**src/rtl/afs_pkg.sv**
```systemverilog
package afs_pkg;
  localparam int unsigned WORD_W      = 32;
  localparam int unsigned LVL_W       = 4;
  localparam int unsigned ST_TNF      = 0;
  localparam int unsigned ST_RNE      = 1;
  localparam int unsigned ST_BSY      = 2;
  localparam int unsigned ST_TSRV     = 3;
  localparam int unsigned ST_RSRV     = 4;
  localparam int unsigned ST_UDR      = 5;
  localparam int unsigned ST_OVR      = 6;
  localparam int unsigned ST_TLVL_LSB = 8;
  localparam int unsigned ST_RLVL_LSB = 12;
  localparam int unsigned N_IRQ       = 4;
  localparam int unsigned IRQ_LSB     = ST_TSRV;
endpackage

```
**src/rtl/afs_fifo_cnt.sv**
```systemverilog
module afs_fifo_cnt #(
  parameter int unsigned DEPTH = 16,
  localparam int unsigned CNT_W = $clog2(DEPTH + 1)
) (
  input  logic             clk_i,
  input  logic             rst_ni,
  input  logic             push_i,
  input  logic             pop_i,
  output logic [CNT_W-1:0] cnt_o,
  output logic             push_rej_o,
  output logic             pop_rej_o
);
  localparam logic [CNT_W-1:0] FULL = CNT_W'(DEPTH);

  logic [CNT_W-1:0] cnt_q, cnt_d;
  logic pop_ok, push_ok;

  // a pop in the same cycle frees the slot a push needs
  assign pop_ok  = pop_i && (cnt_q != '0);
  assign push_ok = push_i && ((cnt_q != FULL) || pop_ok);

  always_comb begin
    cnt_d = cnt_q;
    unique case ({push_ok, pop_ok})
      2'b10:   cnt_d = cnt_q + 1'b1;
      2'b01:   cnt_d = cnt_q - 1'b1;
      default: cnt_d = cnt_q;
    endcase
  end

  always_ff @(posedge clk_i or negedge rst_ni) begin
    if (!rst_ni) cnt_q <= '0;
    else         cnt_q <= cnt_d;
  end

  assign cnt_o      = cnt_q;
  assign push_rej_o = push_i && !push_ok;
  assign pop_rej_o  = pop_i && !pop_ok;

  a_r4_cnt_bound: assert property (@(posedge clk_i) disable iff (!rst_ni)
    cnt_q <= FULL);
  a_r4_both_hold: assert property (@(posedge clk_i) disable iff (!rst_ni)
    (push_i && pop_i && cnt_q != '0) |=> $stable(cnt_q));
  a_r4_full_rej: assert property (@(posedge clk_i) disable iff (!rst_ni)
    (push_i && !pop_i && cnt_q == FULL) |=> cnt_q == FULL);
  a_r4_empty_rej: assert property (@(posedge clk_i) disable iff (!rst_ni)
    (pop_i && !push_i && cnt_q == '0) |=> cnt_q == '0);
endmodule

```
**src/rtl/afs_sticky.sv**
```systemverilog
module afs_sticky (
  input  logic clk_i,
  input  logic rst_ni,
  input  logic set_i,
  input  logic clr_i,
  output logic flag_o
);
  logic flag_q;

  // set dominates clear so a coincident event is not lost
  always_ff @(posedge clk_i or negedge rst_ni) begin
    if (!rst_ni)    flag_q <= 1'b0;
    else if (set_i) flag_q <= 1'b1;
    else if (clr_i) flag_q <= 1'b0;
  end

  assign flag_o = flag_q;

  a_r7_set_wins: assert property (@(posedge clk_i) disable iff (!rst_ni)
    set_i |=> flag_o);
  a_r12_hold: assert property (@(posedge clk_i) disable iff (!rst_ni)
    (flag_o && !clr_i) |=> flag_o);
  a_r5_clear: assert property (@(posedge clk_i) disable iff (!rst_ni)
    (clr_i && !set_i) |=> !flag_o);
endmodule

```
**src/rtl/afs_irq.sv**
```systemverilog
module afs_irq #(
  parameter int unsigned N = 4
) (
  input  logic         clk_i,
  input  logic         rst_ni,
  input  logic [N-1:0] flags_i,
  input  logic [N-1:0] mask_i,
  output logic         irq_o
);
  logic irq_q;

  always_ff @(posedge clk_i or negedge rst_ni) begin
    if (!rst_ni) irq_q <= 1'b0;
    else         irq_q <= |(flags_i & mask_i);
  end

  assign irq_o = irq_q;
endmodule

```
**src/rtl/audio_fifo_status.sv**
```systemverilog
module audio_fifo_status
  import afs_pkg::*;
#(
  parameter int unsigned DEPTH = 16,
  parameter int unsigned TH_W  = LVL_W,
  localparam int unsigned CNT_W = $clog2(DEPTH + 1)
) (
  input  logic              clk_i,
  input  logic              rst_ni,
  input  logic              enable_i,
  input  logic              frame_active_i,
  input  logic              tx_push_i,
  input  logic              tx_pop_i,
  input  logic              rx_push_i,
  input  logic              rx_pop_i,
  input  logic [TH_W-1:0]   tx_thresh_i,
  input  logic [TH_W-1:0]   rx_thresh_i,
  input  logic [WORD_W-1:0] int_mask_i,
  input  logic              clr_wr_i,
  input  logic [WORD_W-1:0] clr_data_i,
  output logic [WORD_W-1:0] status_o,
  output logic              irq_o
);
  localparam logic [CNT_W-1:0] FULL = CNT_W'(DEPTH);
  localparam int unsigned N_ERR = 2;
  localparam int unsigned ERR_BIT [N_ERR] = '{ST_OVR, ST_UDR};

  logic [CNT_W-1:0] tx_cnt, rx_cnt;
  logic tx_push_rej, tx_pop_rej, rx_push_rej, rx_pop_rej;
  logic [N_ERR-1:0] err_set, err_q;
  logic rx_srv, tx_srv;
  logic [WORD_W-1:0] st;

  afs_fifo_cnt #(.DEPTH(DEPTH)) u_tx_cnt (
    .clk_i(clk_i), .rst_ni(rst_ni), .push_i(tx_push_i), .pop_i(tx_pop_i),
    .cnt_o(tx_cnt), .push_rej_o(tx_push_rej), .pop_rej_o(tx_pop_rej)
  );

  afs_fifo_cnt #(.DEPTH(DEPTH)) u_rx_cnt (
    .clk_i(clk_i), .rst_ni(rst_ni), .push_i(rx_push_i), .pop_i(rx_pop_i),
    .cnt_o(rx_cnt), .push_rej_o(rx_push_rej), .pop_rej_o(rx_pop_rej)
  );

  // errors come only from the serial side
  assign err_set[0] = rx_push_rej;
  assign err_set[1] = tx_pop_rej;

  for (genvar g = 0; g < N_ERR; g++) begin : g_err
    afs_sticky u_flag (
      .clk_i (clk_i),
      .rst_ni(rst_ni),
      .set_i (err_set[g]),
      .clr_i (clr_wr_i && clr_data_i[ERR_BIT[g]]),
      .flag_o(err_q[g])
    );
  end

  assign rx_srv = enable_i && (rx_cnt > CNT_W'(rx_thresh_i));
  assign tx_srv = enable_i && (tx_cnt <= CNT_W'(tx_thresh_i));

  always_comb begin
    st = '0;
    st[ST_RLVL_LSB +: LVL_W] = rx_cnt[LVL_W-1:0];
    st[ST_TLVL_LSB +: LVL_W] = tx_cnt[LVL_W-1:0];
    st[ST_OVR]  = err_q[0];
    st[ST_UDR]  = err_q[1];
    st[ST_RSRV] = rx_srv;
    st[ST_TSRV] = tx_srv;
    st[ST_BSY]  = enable_i && frame_active_i;
    st[ST_RNE]  = rx_cnt != '0;
    st[ST_TNF]  = tx_cnt != FULL;
  end

  assign status_o = st;

  afs_irq #(.N(N_IRQ)) u_irq (
    .clk_i  (clk_i),
    .rst_ni (rst_ni),
    .flags_i(st[IRQ_LSB +: N_IRQ]),
    .mask_i (int_mask_i[IRQ_LSB +: N_IRQ]),
    .irq_o  (irq_o)
  );

  logic unused_bits;
  assign unused_bits = ^{tx_push_rej, rx_pop_rej, int_mask_i, clr_data_i};

  a_r2_reserved_zero: assert property (@(posedge clk_i) disable iff (!rst_ni)
    status_o[WORD_W-1:16] == '0 && !status_o[7]);
  a_r5_ovr_set: assert property (@(posedge clk_i) disable iff (!rst_ni)
    (rx_cnt == FULL && rx_push_i && !rx_pop_i) |=> status_o[ST_OVR]);
  a_r6_udr_set: assert property (@(posedge clk_i) disable iff (!rst_ni)
    (tx_cnt == '0 && tx_pop_i) |=> status_o[ST_UDR]);
  a_r8_r9_srv_off: assert property (@(posedge clk_i) disable iff (!rst_ni)
    !enable_i |-> !status_o[ST_RSRV] && !status_o[ST_TSRV]);
  a_r11_irq_on: assert property (@(posedge clk_i) disable iff (!rst_ni)
    (status_o[ST_OVR] && int_mask_i[ST_OVR]) |=> irq_o);
  a_r11_irq_off: assert property (@(posedge clk_i) disable iff (!rst_ni)
    ((status_o[6:3] & int_mask_i[6:3]) == 4'b0) |=> !irq_o);
endmodule

```
**config.mk**
```make
export PLATFORM = sky130hd
export DESIGN_NAME = audio_fifo_status
export DESIGN_NICKNAME = d
export VERILOG_FILES = /design/src/rtl/afs_pkg.sv /design/src/rtl/afs_fifo_cnt.sv /design/src/rtl/afs_sticky.sv /design/src/rtl/afs_irq.sv /design/src/rtl/audio_fifo_status.sv
export SDC_FILE = /design/constraint.sdc
export NUM_CORES = 1
export LEC_CHECK = 0
export BUFFER_PORTS_ARGS = -buffer_cell sky130_fd_sc_hd__buf_4
export CAP_MARGIN = 20
export CORE_MARGIN = 2
export CORE_UTILIZATION = 39
export CTS_CLUSTER_SIZE = 24
export DETAILED_ROUTE_END_ITERATION = 10
export PLACE_DENSITY = 0.94
export RECOVER_POWER = 100
export SYNTH_ARGS = -nofsm -noshare
export SYNTH_HDL_FRONTEND = slang
export SYNTH_SLANG_ARGS = --single-unit
```
**constraint.sdc**
```tcl
create_clock -name clk_i -period 2.6 [get_ports clk_i]
set_input_delay 0.13 -clock clk_i [delete_from_list [all_inputs] [get_ports clk_i]]
set_output_delay 0.13 -clock clk_i [all_outputs]
set_load 0.005 [all_outputs]
```
# Yosys cells after proc, flatten, opt, wreduce, memory -nomap -nowiden
# Index checks and enable logic that the tools add are counted.
[totals]
register_bits = 13
input_bits = 81
out_inout_bits = 33
word_cells = 46
[op_classes]
n_addsub = 4
order_cmp = 2
eq_ne = 6
muxes = 6
bitwise_logic = 1
reduce_logical = 22
[ops]
columns = ["op", "n"]
rows = [
  ["5-bit case mux with 2 select lines", 2],
  ["1-bit logical AND", 11],
  ["5-bit by 1-bit adder with 5-bit output (second input constant)", 2],
  ["5-bit != test (second input constant)", 2],
  ["5-bit nonzero test", 2],
  ["5-bit by 1-bit subtractor with 5-bit output (second input constant)", 2],
  ["2-bit nonzero test", 4],
  ["5-bit by 4-bit greater-than comparator with 1-bit output", 1],
  ["5-bit by 4-bit <= comparator with 1-bit output", 1],
  ["4-bit bitwise AND", 1],
  ["2-bit by 1-bit == test with 1-bit output (second input constant)", 2],
  ["2-bit == test (second input constant)", 2],
  ["1-bit two-way mux", 4],
  ["4-bit OR reduction", 1],
  ["1-bit zero test", 2],
  ["1-bit logical OR", 2],
]

# Depth between registers and ports, before layout
# Gate-level depths: netlist (run 1).
[logic_depth]
depth_word = 7
mapped_depth = 8
ltp_nobuf = 8

# Cells and area by module
# Synthesis (run 1) repeated with hierarchy kept, for this count alone.
[unflattened]
hier_cells = 168
area_unflattened_um2 = 1426.4
[by_module_without_submodules]
columns = ["module", "instances", "cells_per_inst", "area_per_inst_um2", "seq_area_each_um2"]
rows = [
  ["afs_fifo_cnt", 2, 50, 454.2, 125.1],
  ["audio_fifo_status", 1, 58, 401.6, 0.0],
  ["afs_sticky", 2, 3, 36.3, 25.0],
  ["afs_irq", 1, 4, 43.8, 25.0],
]

# Least setup slack after synthesis (run 1)
# No wires, ideal clock.
[synth_path]
path_type = "reg2reg"
startpoint = "register u_rx_cnt.cnt_q[1], in the netlist u_rx_cnt.cnt_o[1]"
endpoint = "register u_rx_cnt.cnt_q[4], in the netlist u_rx_cnt.cnt_o[4]"
t_arrival_ns = 2.111
required_ns = 2.474
path_slack_ns = 0.363
stages_incl_launch_ff = 8
n_path_buf = 0
path_cell_list = "dfrtp_1 > nor4_4 > a21oi_1 > ha_1 > nand2b_1 > a21oi_1 > or2_2 > a311o_1"
[synth_between]
elab_chain_cells = 6
word_cells_on_any_way = 11
classes_between = "2 x add/sub; 3 x eq/ne; 1 x mux; 5 x reduce/logical"
[synth_rtl]
columns = ["element", "line_no", "rtl"]
rows = [
  ["start: declaration", "afs_fifo_cnt.sv:15", "logic [CNT_W-1:0] cnt_q, cnt_d;"],
  ["start signal: assignment", "afs_fifo_cnt.sv:33", "else cnt_q <= cnt_d;"],
  ["5-bit nonzero test", "afs_fifo_cnt.sv:19", "assign pop_ok = pop_i && (cnt_q != '0);"],
  ["1-bit logical AND", "afs_fifo_cnt.sv:19", ""],
  ["1-bit logical OR", "afs_fifo_cnt.sv:20", "assign push_ok = push_i && ((cnt_q != FULL) || pop_ok);"],
  ["1-bit logical AND", "afs_fifo_cnt.sv:20", ""],
  ["2-bit by 1-bit == test with 1-bit output / 2-bit == test (equally long branches)", "afs_fifo_cnt.sv:24", "unique case ({push_ok, pop_ok})"],
  ["5-bit case mux with 2 select lines / 2-bit nonzero test (equally long branches)", "n/a", ""],
]
# Parallel ways exist; a longest one is shown, timed or not.
# A chain may end at the register's enable or synchronous reset.

# Final worst setup path (run 1)
[layout_path]
startpoint = "register u_tx_cnt.cnt_q[1], in the netlist u_tx_cnt.cnt_o[1]"
endpoint = "register u_tx_cnt.cnt_q[4], in the netlist u_tx_cnt.cnt_o[4]"
[layout_between]
elab_chain_cells = 6
word_cells_on_any_way = 11
classes_between = "2 x add/sub; 3 x eq/ne; 1 x mux; 5 x reduce/logical"
[layout_rtl]
columns = ["element", "line_no"]
rows = [
  ["start: declaration", "afs_fifo_cnt.sv:15"],
  ["start signal: assignment", "afs_fifo_cnt.sv:33"],
  ["5-bit nonzero test", "afs_fifo_cnt.sv:19"],
  ["1-bit logical AND", "afs_fifo_cnt.sv:19"],
  ["1-bit logical OR", "afs_fifo_cnt.sv:20"],
  ["1-bit logical AND", "afs_fifo_cnt.sv:20"],
  ["2-bit by 1-bit == test with 1-bit output / 2-bit == test (equally long branches)", "afs_fifo_cnt.sv:24"],
  ["5-bit case mux with 2 select lines / 2-bit nonzero test (equally long branches)", "n/a"],
]
# Parallel ways exist; a longest one is shown, timed or not.

==> results.rst, run 1 <==
.. list-table::
   :header-rows: 1

   * - Metric
     - Value
   * - Vias after detailed routing
     - roughly 1100
   * - First-pass detailed-route iteration total
     - 5
   * - Internal power
     - between 800 and 900 uW
   * - Sink Count
     - 13
   * - Via count of the first global-routing pass
     - 966
   * - Crit Reg-Reg Startpoint
     - u_tx_cnt.cnt_o[1]$_DFFE_PN0P_
   * - Layout Skew
     - ~0.0094 ns
   * - Gate power share
     - between 50 and 60%
   * - Proportion of layout cells with a drive suffix above 1
     - about a quarter
   * - Sw frac
     - a little over two fifths
   * - Count of placed standard cells in the final layout, fillers left out
     - about 220
   * - Async set-or-reset flop fraction in the synthesized netlist
     - between 90% and 100%
   * - Final #Nets
     - around 270
   * - Accumulated negative setup slack
     - 0 ns
   * - Kind of cell adding the most delay to the critical path
     - compound AO/OA/AOI/OAI gates
   * - Worst slew slack as a fraction of its limit
     - between 50% and 60%
   * - CP Data Arrival Time
     - roughly 2.6 ns
   * - Outcome
     - complete, no violations
   * - Category of the worst setup path capture point
     - flop
   * - Sequential share of the synthesized area
     - ~24%
   * - Multi-input logic area
     - 782.0 sq um
   * - Area delta synth->final
     - 15.82%
   * - TritonCTS Buffers
     - 3
   * - Largest vdd supply drop
     - 0.0002387 V
   * - Core area
     - about 3300 sq um
   * - Antenna diode count
     - 0
   * - Startpoint Class
     - flop
   * - Remaining Overflow, GRT
     - 0
   * - Filler instances
     - around 330
   * - Period utilisation layout
     - about nine tenths
   * - Synth area leader
     - sky130_fd_sc_hd__dfrtp_1
   * - Number of hold violations in the final report
     - 0
   * - Required time reported for the critical path endpoint
     - about 2.8 ns
   * - Y dimension of the die
     - approximately 63 um
   * - Clock network latency to the later pin of the worst-skew pair
     - 0.29 ns
   * - Count of input and output buffers
     - 38
   * - Final setup violation count
     - 0
   * - Critical Path Slowest Stage Cell
     - sky130_fd_sc_hd__dfrtp_1
   * - Ordered cell list for the critical path
     - nor4_4, a21oi_1, inv_1, fa_1, nand2b_1, a2111o_1, o31a_1, o211ai_1
   * - Root buf cell
     - sky130_fd_sc_hd__clkbuf_4
   * - Largest net degree at the start of global routing
     - 14
   * - Post-DP HPWL
     - between 2 and 2.5 mm
   * - Leakage power summed over all cells
     - approximately 0.78 nW
   * - Unrepaired setup endpoints after global routing
     - no
   * - Count of max-cap constraint violations
     - 0
   * - Number of DRC markers in iteration 0
     - 24
   * - Seq pwr share
     - a little under a third
   * - Combined flip-flop and latch cell area
     - around 330 sq um
   * - Crit Path Category
     - reg -> reg
   * - Setup slack after layout
     - roughly 0.22 ns
   * - Fraction of power consumed by the clock network
     - under 10%
   * - CP peak stage delay
     - approximately 0.5 ns
   * - Horizontal die dimension
     - ~63 um
   * - Yosys warnings
     - 0
   * - Total global routing track utilization
     - a little over an eighth
   * - Routed wire length per instance
     - 11.81 um
   * - Number of enable-type register cells in the synthesized netlist
     - 0
   * - Largest cells by area after synthesis
     - sky130_fd_sc_hd__dfrtp_1 (24%), sky130_fd_sc_hd__buf_4 (16%), sky130_fd_sc_hd__ha_1 (13%), sky130_fd_sc_hd__inv_1 (4.8%), sky130_fd_sc_hd__xnor2_1 (3.9%)
   * - Global-route wire length before repair
     - between 4 and 5 mm
   * - Source of the critical timing path
     - u_tx_cnt.cnt_o[1]$_DFFE_PN0P_
   * - Final ANT Viol Nets
     - 0
   * - Switching power summed over all nets
     - between 600 and 700 uW
   * - Initial cell density of the core
     - around two fifths
   * - Initial antenna violation count
     - 0
   * - Post-CTS clock slew at the launch and capture registers of the worst setup and hold paths
     - approximately 0.090 ns
   * - Clock tree from TritonCTS
     - built
   * - Flip-flop and latch count after synthesis
     - 13
   * - Class of the most critical hold timing path
     - in -> reg
   * - Number of rows in the core area
     - 21
   * - Total Die Area
     - approximately 4000 sq um
   * - Number of placed cells counting well taps
     - about 220
   * - Yosys top cell area share
     - between 20% and 30%
   * - Worst setup slack after placement
     - between 0.2 and 0.25 ns
   * - Cell area after technology mapping
     - between 1000 and 1500 sq um
   * - H-tree depth
     - 1
   * - Leading cell types in the layout, fill and taps excluded
     - sky130_fd_sc_hd__buf_4 (22), sky130_fd_sc_hd__inv_1 (17), sky130_fd_sc_hd__conb_1 (17), sky130_fd_sc_hd__clkbuf_4 (17), sky130_fd_sc_hd__ha_1 (14)
   * - Hold Crit Start
     - int_mask_i[4]
   * - Detailed Route WL
     - 2.622 mm
   * - Clk buf depth
     - 2
   * - Primary flip-flop cell chosen by synthesis mapping
     - sky130_fd_sc_hd__dfrtp_1
   * - Mean number of vias per cell
     - about 4.8
   * - Boundary Pins
     - roughly 110
   * - Max Freq
     - roughly 0.42 GHz
   * - Critical path fanouts, max
     - 6
   * - Post-synthesis average cell area
     - 9.216 sq um
   * - Gate count of the mapped netlist
     - 145
   * - Pwr Density
     - between 900 and 1000 nW/um^2
   * - Count of buffering cells on the critical path with inverters included
     - 1
   * - Clock period minus final worst setup slack
     - ~2.4 ns
   * - DRC viols
     - 0
   * - Count of final max-slew check failures
     - 0
   * - Commonest non-fill, non-tap cell in the layout
     - sky130_fd_sc_hd__buf_4
   * - Distinct cell type count of the synthesized netlist
     - 35
   * - Final estimated routing congestion in global placement
     - 0.7791
   * - Actual transition at the worst max-transition pin
     - 0.7167 ns
## cell families after synthesis
group	Yosys count	share of synthesized area, %
flops	13	24.34
buf+inv	46	21.07
other cells	1	0.2806
mux	8	6.929
simple gates	29	13.20
fa+ha+maj	16	16.11
compound gates	26	14.14
xor+xnor	6	3.933
## final timing paths
check | to | cells after the start | slack, ns
setup / recovery | u_tx_cnt.cnt_o[4]$_DFFE_PN0P_ | 8 | 0.22
hold / removal | u_irq.irq_o$_DFF_PN0_ | 2 | 0.08
setup reg to reg | u_tx_cnt.cnt_o[4]$_DFFE_PN0P_ | 8 | 0.22
hold reg to reg | g_err[1].u_flag.flag_o$_DFFE_PN0P_ | 1 | 0.56
max in group asynchronous | u_tx_cnt.cnt_o[4]$_DFFE_PN0P_ | 2 | 1.73
min in group asynchronous | u_tx_cnt.cnt_o[1]$_DFFE_PN0P_ | 2 | 0.41
## what timing repair did
item,4_1_cts,5_1_grt
endpoints found under the hold margin,13,0
resized for setup,0,0
buffers inserted,0,0
hold buffers,1,0
## routing by layer
metal  track usage, %  up-vias  share of wire, %
met5                0        -                 0
met4            6.667        0               2.7
met3            3.784       10               7.1
met2            22.58       50                45
met1            16.12      483                45
li1                 -      517                 -
## synthesized netlist by cell type (2+ instances only)
cell                       instances
sky130_fd_sc_hd__nand2_1           8
sky130_fd_sc_hd__mux2i_1           4
sky130_fd_sc_hd__a21oi_1           8
sky130_fd_sc_hd__mux2_4            2
sky130_fd_sc_hd__nand2b_1          5
sky130_fd_sc_hd__xnor2_1           6
sky130_fd_sc_hd__mux2_1            2
sky130_fd_sc_hd__a21o_1            4
sky130_fd_sc_hd__buf_4            29
sky130_fd_sc_hd__a32o_1            2
sky130_fd_sc_hd__fa_1              2
sky130_fd_sc_hd__nand3_1           4
sky130_fd_sc_hd__nor2_1            4
sky130_fd_sc_hd__nor4_4            2
sky130_fd_sc_hd__dfrtp_1          13
sky130_fd_sc_hd__inv_1            17
sky130_fd_sc_hd__ha_1             14
sky130_fd_sc_hd__o211ai_1          2
## stage by stage
| step | cell area (sq um) | hold WS, ns | util [%] | power [mW] |
|---|---|---|---|---|
| 2_1_floorplan | 1396 | -0.1656 | - | 1.167 |
| 3_3_place_gp | 1529 | -0.01820 | 46.18 | 1.315 |
| 3_5_place_dp | 1529 | -0.01660 | 46.18 | 1.361 |
| 4_1_cts | 1567 | 0.07423 | 47.32 | 1.498 |
| 5_1_grt | 1548 | 0.07975 | 46.75 | 1.581 |
| 6_report | 1548 | 0.07846 | 46.75 | 1.443 |
## state kept, by name, summed over array words and instances (netlist names)
| signal | cells |
|---|---|
| u_tx_cnt.cnt_o | 5 |
| u_rx_cnt.cnt_o | 5 |
| g_err.u_flag.flag_o | 2 |
| u_irq.irq_o | 1 |
## power by group through the flow
| stage | logic [mW] | clock network [mW] | registers (mW) |
|---|---|---|---|
| floorplan | 0.744 | 0 | 0.423 |
| global placement | 0.858 | 0 | 0.457 |
| detailed placement | 0.899 | 0 | 0.462 |
| CTS | 0.905 | 0.135 | 0.458 |
| global route | 0.964 | 0.141 | 0.475 |
| finish | 0.854 | 0.133 | 0.455 |
## final cells by class
cell class	instances	area share (%)
clock buffer	3	1.455
clock inverter	1	0.3234
inverter	17	4.123
multi-input combinational	102	50.53
sequential	13	21.02
tap	46	3.719
timing repair buffer	40	18.84
Power figures use the tool's default switching activity.
==> run 2, diff against run 1 <==
HOLD_SLACK_MARGIN = 0.15   (was not set)
SETUP_SLACK_MARGIN = 0.05   (was not set)
==> run 2 against run 1 <==
- sequential power about the same
- core utilization up 1.4 points
- via count up 2.6%
- non-clock buffer count up 4
- total power up 1.6%
- clock skew down 0.00079 ns
- flip-flop and latch count unchanged
==> results.rst, run 2 (synthesis results as in run 1) <==
.. list-table::
   :header-rows: 1

   * - Metric
     - Value
   * - Outcome
     - complete, no violations
   * - Via count of the first global-routing pass
     - 994 (+2.9%)
   * - Accumulated negative setup slack
     - 0 ns (unchanged)
   * - H-tree depth
     - 1 (unchanged)
   * - Unrepaired setup endpoints after global routing
     - no
   * - Count of final max-slew check failures
     - 0 (unchanged)
   * - Clock network latency to the later pin of the worst-skew pair
     - 0.29 ns (about the same)
   * - Combined flip-flop and latch cell area
     - 325.3 sq um (unchanged)
   * - Crit Path Category
     - in -> reg
   * - Critical path fanouts, max
     - 5 (-1)
   * - Startpoint Class
     - input port
   * - Global-route wire length before repair
     - 4.319 mm (+2.5%)
   * - Root buf cell
     - sky130_fd_sc_hd__clkbuf_4
   * - Count of max-cap constraint violations
     - 0 (unchanged)
   * - Clk buf depth
     - 2 (unchanged)
   * - Number of rows in the core area
     - 21 (unchanged)
   * - Commonest non-fill, non-tap cell in the layout
     - sky130_fd_sc_hd__buf_4
   * - DRC viols
     - 0 (unchanged)
   * - Final #Nets
     - 278 (+1.5%)
   * - TritonCTS Buffers
     - 3 (unchanged)
   * - First-pass detailed-route iteration total
     - 4 (-1)
   * - Boundary Pins
     - 114 (unchanged)
   * - Category of the worst setup path capture point
     - flop
   * - Total global routing track utilization
     - 13.87% (+0.27 points)
   * - Number of DRC markers in iteration 0
     - 24 (unchanged)
   * - Required time reported for the critical path endpoint
     - 2.80 ns (about the same)
   * - CP Data Arrival Time
     - 2.53 ns (-0.05 ns)
   * - Worst slew slack as a fraction of its limit
     - 52.37% (+0.15 points)
   * - Count of input and output buffers
     - 38 (unchanged)
   * - Final design utilization
     - 48.19% (+1.4 points)
   * - Remaining Overflow, GRT
     - 0 (unchanged)
   * - Post-DP HPWL
     - 2.192 mm (unchanged)
   * - Leading cell types in the layout, fill and taps excluded
     - sky130_fd_sc_hd__buf_4 (22), sky130_fd_sc_hd__inv_1 (17), sky130_fd_sc_hd__conb_1 (17), sky130_fd_sc_hd__clkbuf_4 (17), sky130_fd_sc_hd__ha_1 (14)
   * - Multi-input logic area
     - 789.5 sq um (+0.96%)
   * - Total Die Area
     - 3911 sq um (unchanged)
   * - Largest net degree at the start of global routing
     - 14 (unchanged)
   * - Class of the most critical hold timing path
     - in -> reg
   * - Pwr Density
     - 918.9 nW/um^2 (-1.4%)
   * - Largest vdd supply drop
     - 0.0002393 V (+0.27%)
   * - Number of hold violations in the final report
     - 0 (unchanged)
   * - Filler instances
     - 330 (-1.2%)
   * - Vias after detailed routing
     - 1088 (+2.6%)
   * - Post-CTS setup buffer count
     - 0 (unchanged)
   * - Final setup violation count
     - 0 (unchanged)
   * - Detailed Route WL
     - 2.660 mm (+1.4%)
   * - Post-CTS clock slew at the launch and capture registers of the worst setup and hold paths
     - 0.09 ns (about the same)
   * - Leakage power summed over all cells
     - 0.7935 nW (+2.3%)
   * - Clock tree from TritonCTS
     - built
   * - Post-placement cell area
     - 1529 sq um (unchanged)
   * - Area of all placed cells without fillers
     - 1595 sq um (+3.1%)
   * - WHS
     - 0.1507 ns (+0.07223 ns)
   * - Routed wire length per instance
     - 11.77 um (-0.35%)
   * - Clock period minus final worst setup slack
     - 2.322 ns (-0.05638 ns)
   * - Layout Skew
     - 0.008571 ns (-0.0007913 ns)
   * - Horizontal die dimension
     - 62.54 um (unchanged)
   * - Max Freq
     - 0.4306 GHz (+2.4%)
   * - Core area
     - 3311 sq um (unchanged)
   * - Proportion of layout cells with a drive suffix above 1
     - 25.00% (+0.57 points)
   * - Sink Count
     - 13 (unchanged)
   * - Initial cell density of the core
     - 40.36% (unchanged)
   * - Area delta synth->final
     - 19.38%
   * - Final estimated routing congestion in global placement
     - 0.7791 (unchanged)
   * - Mean number of vias per cell
     - 4.814 (+0.82%)
   * - Y dimension of the die
     - 62.54 um (unchanged)
   * - Actual transition at the worst max-transition pin
     - 0.7145 ns (-0.002226 ns)
   * - Period utilisation layout
     - 89.31% (-2.2 points)
   * - Final ANT Viol Nets
     - 0 (unchanged)
   * - Initial antenna violation count
     - 0 (unchanged)
   * - Antenna diode count
     - 0 (unchanged)
## run 2: stage by stage
stage                     setup slack [ns]  std cells  power, mW
after floorplan                     0.3631        161      1.167
after global placement              0.2827        217      1.315
after detailed placement            0.2242        217      1.361
after CTS                           0.1446        226      1.514
after global routing                0.1369        226      1.605
final                               0.2779        226      1.466
## run 2: path summary, 6_finish.rpt
check	start	end	slack, ns	cells after the start
setup / recovery	tx_push_i	u_tx_cnt.cnt_o[4]$_DFFE_PN0P_	0.28	10
hold / removal	clr_data_i[6]	g_err[0].u_flag.flag_o$_DFFE_PN0P_	0.15	3
setup reg to reg	u_tx_cnt.cnt_o[1]$_DFFE_PN0P_	u_tx_cnt.cnt_o[4]$_DFFE_PN0P_	0.31	7
hold reg to reg	g_err[1].u_flag.flag_o$_DFFE_PN0P_	g_err[1].u_flag.flag_o$_DFFE_PN0P_	0.56	1
max in group asynchronous	rst_ni	u_tx_cnt.cnt_o[4]$_DFFE_PN0P_	1.74	2
min in group asynchronous	rst_ni	u_tx_cnt.cnt_o[1]$_DFFE_PN0P_	0.41	2
## run 2: layout make-up
type / count / area share (%)
clock buffers: 3 / 1.412
clock inverters: 1 / 0.3137
inverters: 17 / 4.000
multi-input cells: 102 / 49.49
flip-flops and latches: 13 / 20.39
well taps: 46 / 3.608
repair buffers: 44 / 20.78
## run 2: critical path, cell delays in order
cell and delay (ns):
sky130_fd_sc_hd__dlygate4sd3_1 0.53, sky130_fd_sc_hd__buf_4 0.14, sky130_fd_sc_hd__nand2b_1 0.18, sky130_fd_sc_hd__a21oi_2 0.22, sky130_fd_sc_hd__inv_1 0.09, sky130_fd_sc_hd__fa_1 0.41, sky130_fd_sc_hd__nand2b_1 0.18, sky130_fd_sc_hd__a2111o_1 0.38
sky130_fd_sc_hd__o31a_1 0.11, sky130_fd_sc_hd__o211ai_1 0.15
## run 2: power breakdown
part / internal (mW) / leakage, nW / switching [mW]
Sequential: 0.300 / 0.158 / 0.156
Combinational: 0.475 / 0.618 / 0.403
Clock: 0.0572 / 0.0177 / 0.0759
## run 2: repair_timing
item                                    CTS  global route
endpoints found under the setup margin    0             2
endpoints found under the hold margin    16             0
resized for setup                         0             2
hold buffers                              5             0
## run 2: metal layers
layer	part of all wire, %	vias to the layer above	track usage (%)
met5	0	-	0
met4	2.6	0	6.667
li1	-	530	-
met2	45	48	23.12
met3	7.3	8	3.964
met1	45	502	16.35
==> run 3, diff against run 2 <==
REMOVE_ABC_BUFFERS = 1   (was not set)
==> run 3 against run 2 <==
- sequential power up 3%
- largest cell class unchanged
- count of clock-buffer cells in the layout unchanged
- sequential share of layout area rose by 0.096 points
- critical path type unchanged
==> results.rst, run 3 (synthesis results as in run 1) <==
.. list-table::
   :header-rows: 1

   * - Metric
     - Value
   * - Required time reported for the critical path endpoint
     - 2.79 ns (about the same)
   * - Clk buf depth
     - 2 (unchanged)
   * - Ordered cell list for the critical path
     - dlygate4sd3_1, clkbuf_1, nand2b_1, a21oi_2, inv_1, fa_1, nand2b_1, a2111o_1, o31a_1, o211ai_1
   * - Number of DRC markers in iteration 0
     - 19 (-21%)
   * - Number of hold violations in the final report
     - 0 (unchanged)
   * - First-pass detailed-route iteration total
     - 4 (unchanged)
   * - Boundary Pins
     - 114 (unchanged)
   * - Leading cell types in the layout, fill and taps excluded
     - sky130_fd_sc_hd__buf_4 (23), sky130_fd_sc_hd__inv_1 (17), sky130_fd_sc_hd__conb_1 (17), sky130_fd_sc_hd__ha_1 (14), sky130_fd_sc_hd__clkbuf_4 (14)
   * - TritonCTS Buffers
     - 3 (unchanged)
   * - Switching power summed over all nets
     - 626.6 uW (-1.2%)
   * - Initial antenna violation count
     - 0 (unchanged)
   * - Total Die Area
     - 3911 sq um (unchanged)
   * - Crit Reg-Reg Startpoint
     - u_tx_cnt.cnt_o[1]$_DFFE_PN0P_
   * - Post-CTS setup buffer count
     - 0 (unchanged)
   * - Count of input and output buffers
     - 38 (unchanged)
   * - WHS
     - 0.1617 ns (+0.01099 ns)
   * - Sw frac
     - 43.09% (-0.19 points)
   * - Actual transition at the worst max-transition pin
     - 0.6938 ns (-0.02068 ns)
   * - Hold Crit Start
     - clr_data_i[5]
   * - Leakage power summed over all cells
     - 0.7868 nW (-0.84%)
   * - Hold endpoint
     - g_err[1].u_flag.flag_o$_DFFE_PN0P_
   * - Clock period minus final worst setup slack
     - 2.352 ns (+0.02975 ns)
   * - Post-CTS clock slew at the launch and capture registers of the worst setup and hold paths
     - 0.08 ns (about the same)
   * - DRC viols
     - 0 (unchanged)
   * - Core area
     - 3311 sq um (unchanged)
   * - Initial cell density of the core
     - 40.36% (unchanged)
   * - Gate power share
     - 59.3% (-0.6 points)
   * - Vias after detailed routing
     - 1056 (-2.9%)
   * - Global-route wire length before repair
     - 4.429 mm (+2.5%)
   * - Reg2reg path depth
     - 7 (unchanged)
   * - Critical Path Slowest Stage Cell
     - sky130_fd_sc_hd__dlygate4sd3_1
   * - Horizontal die dimension
     - 62.54 um (unchanged)
   * - Count of max-cap constraint violations
     - 0 (unchanged)
   * - Final ANT Viol Nets
     - 0 (unchanged)
   * - CP Data Arrival Time
     - 2.54 ns (about the same)
   * - Clock network latency to the later pin of the worst-skew pair
     - 0.27 ns (-0.02 ns)
   * - Root buf cell
     - sky130_fd_sc_hd__clkbuf_4
   * - Pwr Density
     - 915.9 nW/um^2 (-0.33%)
   * - Filler instances
     - 336 (+1.8%)
   * - Area of all placed cells without fillers
     - 1588 sq um (-0.47%)
   * - Remaining Overflow, GRT
     - 0 (unchanged)
   * - Class of the most critical hold timing path
     - in -> reg
   * - Layout Skew
     - 0.001377 ns (-0.007194 ns)
   * - Number of placed cells counting well taps
     - 217 (unchanged)
   * - Period utilisation layout
     - 90.46% (+1.1 points)
   * - Category of the worst setup path capture point
     - flop
   * - H-tree depth
     - 1 (unchanged)
   * - Via count of the first global-routing pass
     - 971 (-2.3%)
   * - Worst slew slack as a fraction of its limit
     - 53.75% (+1.4 points)
   * - CP peak stage delay
     - 0.54 ns (about the same)
   * - Final estimated routing congestion in global placement
     - 0.8132 (+4.4%)
   * - Seq pwr share
     - 32.2% (+1.1 points)
   * - Antenna diode count
     - 0 (unchanged)
   * - Post-DP HPWL
     - 2.178 mm (-0.65%)
   * - Final design utilization
     - 47.96% (-0.23 points)
   * - Critical register-to-register path endpoint
     - u_tx_cnt.cnt_o[4]$_DFFE_PN0P_
   * - Setup slack after layout
     - 0.2481 ns (-0.02975 ns)
   * - Crit Path Category
     - in -> reg
   * - Commonest non-fill, non-tap cell in the layout
     - sky130_fd_sc_hd__buf_4
   * - Final #Nets
     - 278 (unchanged)
   * - Total global routing track utilization
     - 14.02% (+0.16 points)
   * - Unrepaired setup endpoints after global routing
     - no
   * - Largest net degree at the start of global routing
     - 14 (unchanged)
   * - Most common cell on crit path
     - sky130_fd_sc_hd__nand2b_1
   * - Critical path fanouts, max
     - 5 (unchanged)
   * - Area delta synth->final
     - 18.82%
   * - Routed wire length per instance
     - 11.54 um (-1.9%)
   * - Accumulated negative setup slack
     - 0 ns (unchanged)
   * - Outcome
     - complete, no violations
   * - Final Total Pwr
     - 1.454 mW (-0.80%)
   * - Mean number of vias per cell
     - 4.673 (-2.9%)
   * - Max Freq
     - 0.4252 GHz (-1.3%)
   * - Combined flip-flop and latch cell area
     - 325.3 sq um (unchanged)
   * - Count of placed standard cells in the final layout, fillers left out
     - 226 (unchanged)
   * - Final setup violation count
     - 0 (unchanged)
   * - Detailed Route WL
     - 2.609 mm (-1.9%)
   * - Multi-input logic area
     - 789.5 sq um (unchanged)
   * - Count of final max-slew check failures
     - 0 (unchanged)
   * - Number of rows in the core area
     - 21 (unchanged)
   * - Startpoint Class
     - input port
   * - Internal power
     - 827.6 uW (-0.47%)
   * - Clock tree from TritonCTS
     - built
   * - Largest vdd supply drop
     - 0.0003372 V (+41%)
   * - Fraction of power consumed by the clock network
     - 8.5% (-0.6 points)
   * - Proportion of layout cells with a drive suffix above 1
     - 23.89% (-1.1 points)
   * - Sink Count
     - 13 (unchanged)
   * - Slack of the worst reg-to-reg path
     - 0.29 ns (-0.02 ns)
   * - Cell depth of the worst min-delay path
     - 3 (unchanged)
   * - Post-placement cell area
     - 1529 sq um (unchanged)
   * - Y dimension of the die
     - 62.54 um (unchanged)
   * - Worst setup slack after placement
     - 0.1903 ns (-0.03392 ns)
-- run 3: final cells by class --
cell class	instances	area share, %
repair buffers	44	20.41
clock buffers	3	1.418
flip-flops and latches	13	20.49
multi-input cells	102	49.72
clock inverters	1	0.3152
inverters	17	4.019
well taps	46	3.625
-- run 3: metal layers --
| layer | up-vias | share of wire, % | GRT usage [%] |
|---|---|---|---|
| met5 | - | 0 | 0 |
| met4 | 0 | 0.31 | 1.667 |
| met3 | 2 | 9.3 | 5.405 |
| met2 | 46 | 47 | 23.79 |
| met1 | 483 | 43 | 17.38 |
| li1 | 525 | - | - |
-- run 3: worst max path at each step --
stage	startpoint	to	slack (ns)	depth (start not counted)
after floorplan	u_rx_cnt.cnt_o[1]$_DFFE_PN0P_	u_rx_cnt.cnt_o[4]$_DFFE_PN0P_	0.35	7
after global placement	u_tx_cnt.cnt_o[1]$_DFFE_PN0P_	u_tx_cnt.cnt_o[4]$_DFFE_PN0P_	0.29	8
after detailed placement	u_tx_cnt.cnt_o[3]$_DFFE_PN0P_	u_tx_cnt.cnt_o[4]$_DFFE_PN0P_	0.19	8
after CTS	tx_push_i	u_tx_cnt.cnt_o[4]$_DFFE_PN0P_	0.11	10
after global routing	tx_push_i	u_tx_cnt.cnt_o[4]$_DFFE_PN0P_	0.09	10
final	tx_push_i	u_tx_cnt.cnt_o[4]$_DFFE_PN0P_	0.25	10
-- run 3: power by group through the flow --
stage	Combinational (mW)	Sequential (mW)	Clock [mW]
final	0.863	0.468	0.123
after global routing	0.984	0.485	0.135
after CTS	0.913	0.475	0.128
after detailed placement	0.892	0.477	0
after global placement	0.855	0.461	0
after floorplan	0.598	0.437	0
-- run 3: critical path: cells and delay by family --
kind	cells	cell delay (ns)
adders and majority gates	1	0.40
AOI/OAI and AO/OA	4	0.89
and+or+nand+nor	2	0.37
buffers and inverters	3	0.77
-- run 3: what timing repair did --
action / 4_1_cts / 5_1_grt
endpoints found under the setup margin: 0 / 2
endpoints found under the hold margin: 16 / 0
hold buffers: 5 / 0
gates resized for setup: 0 / 2
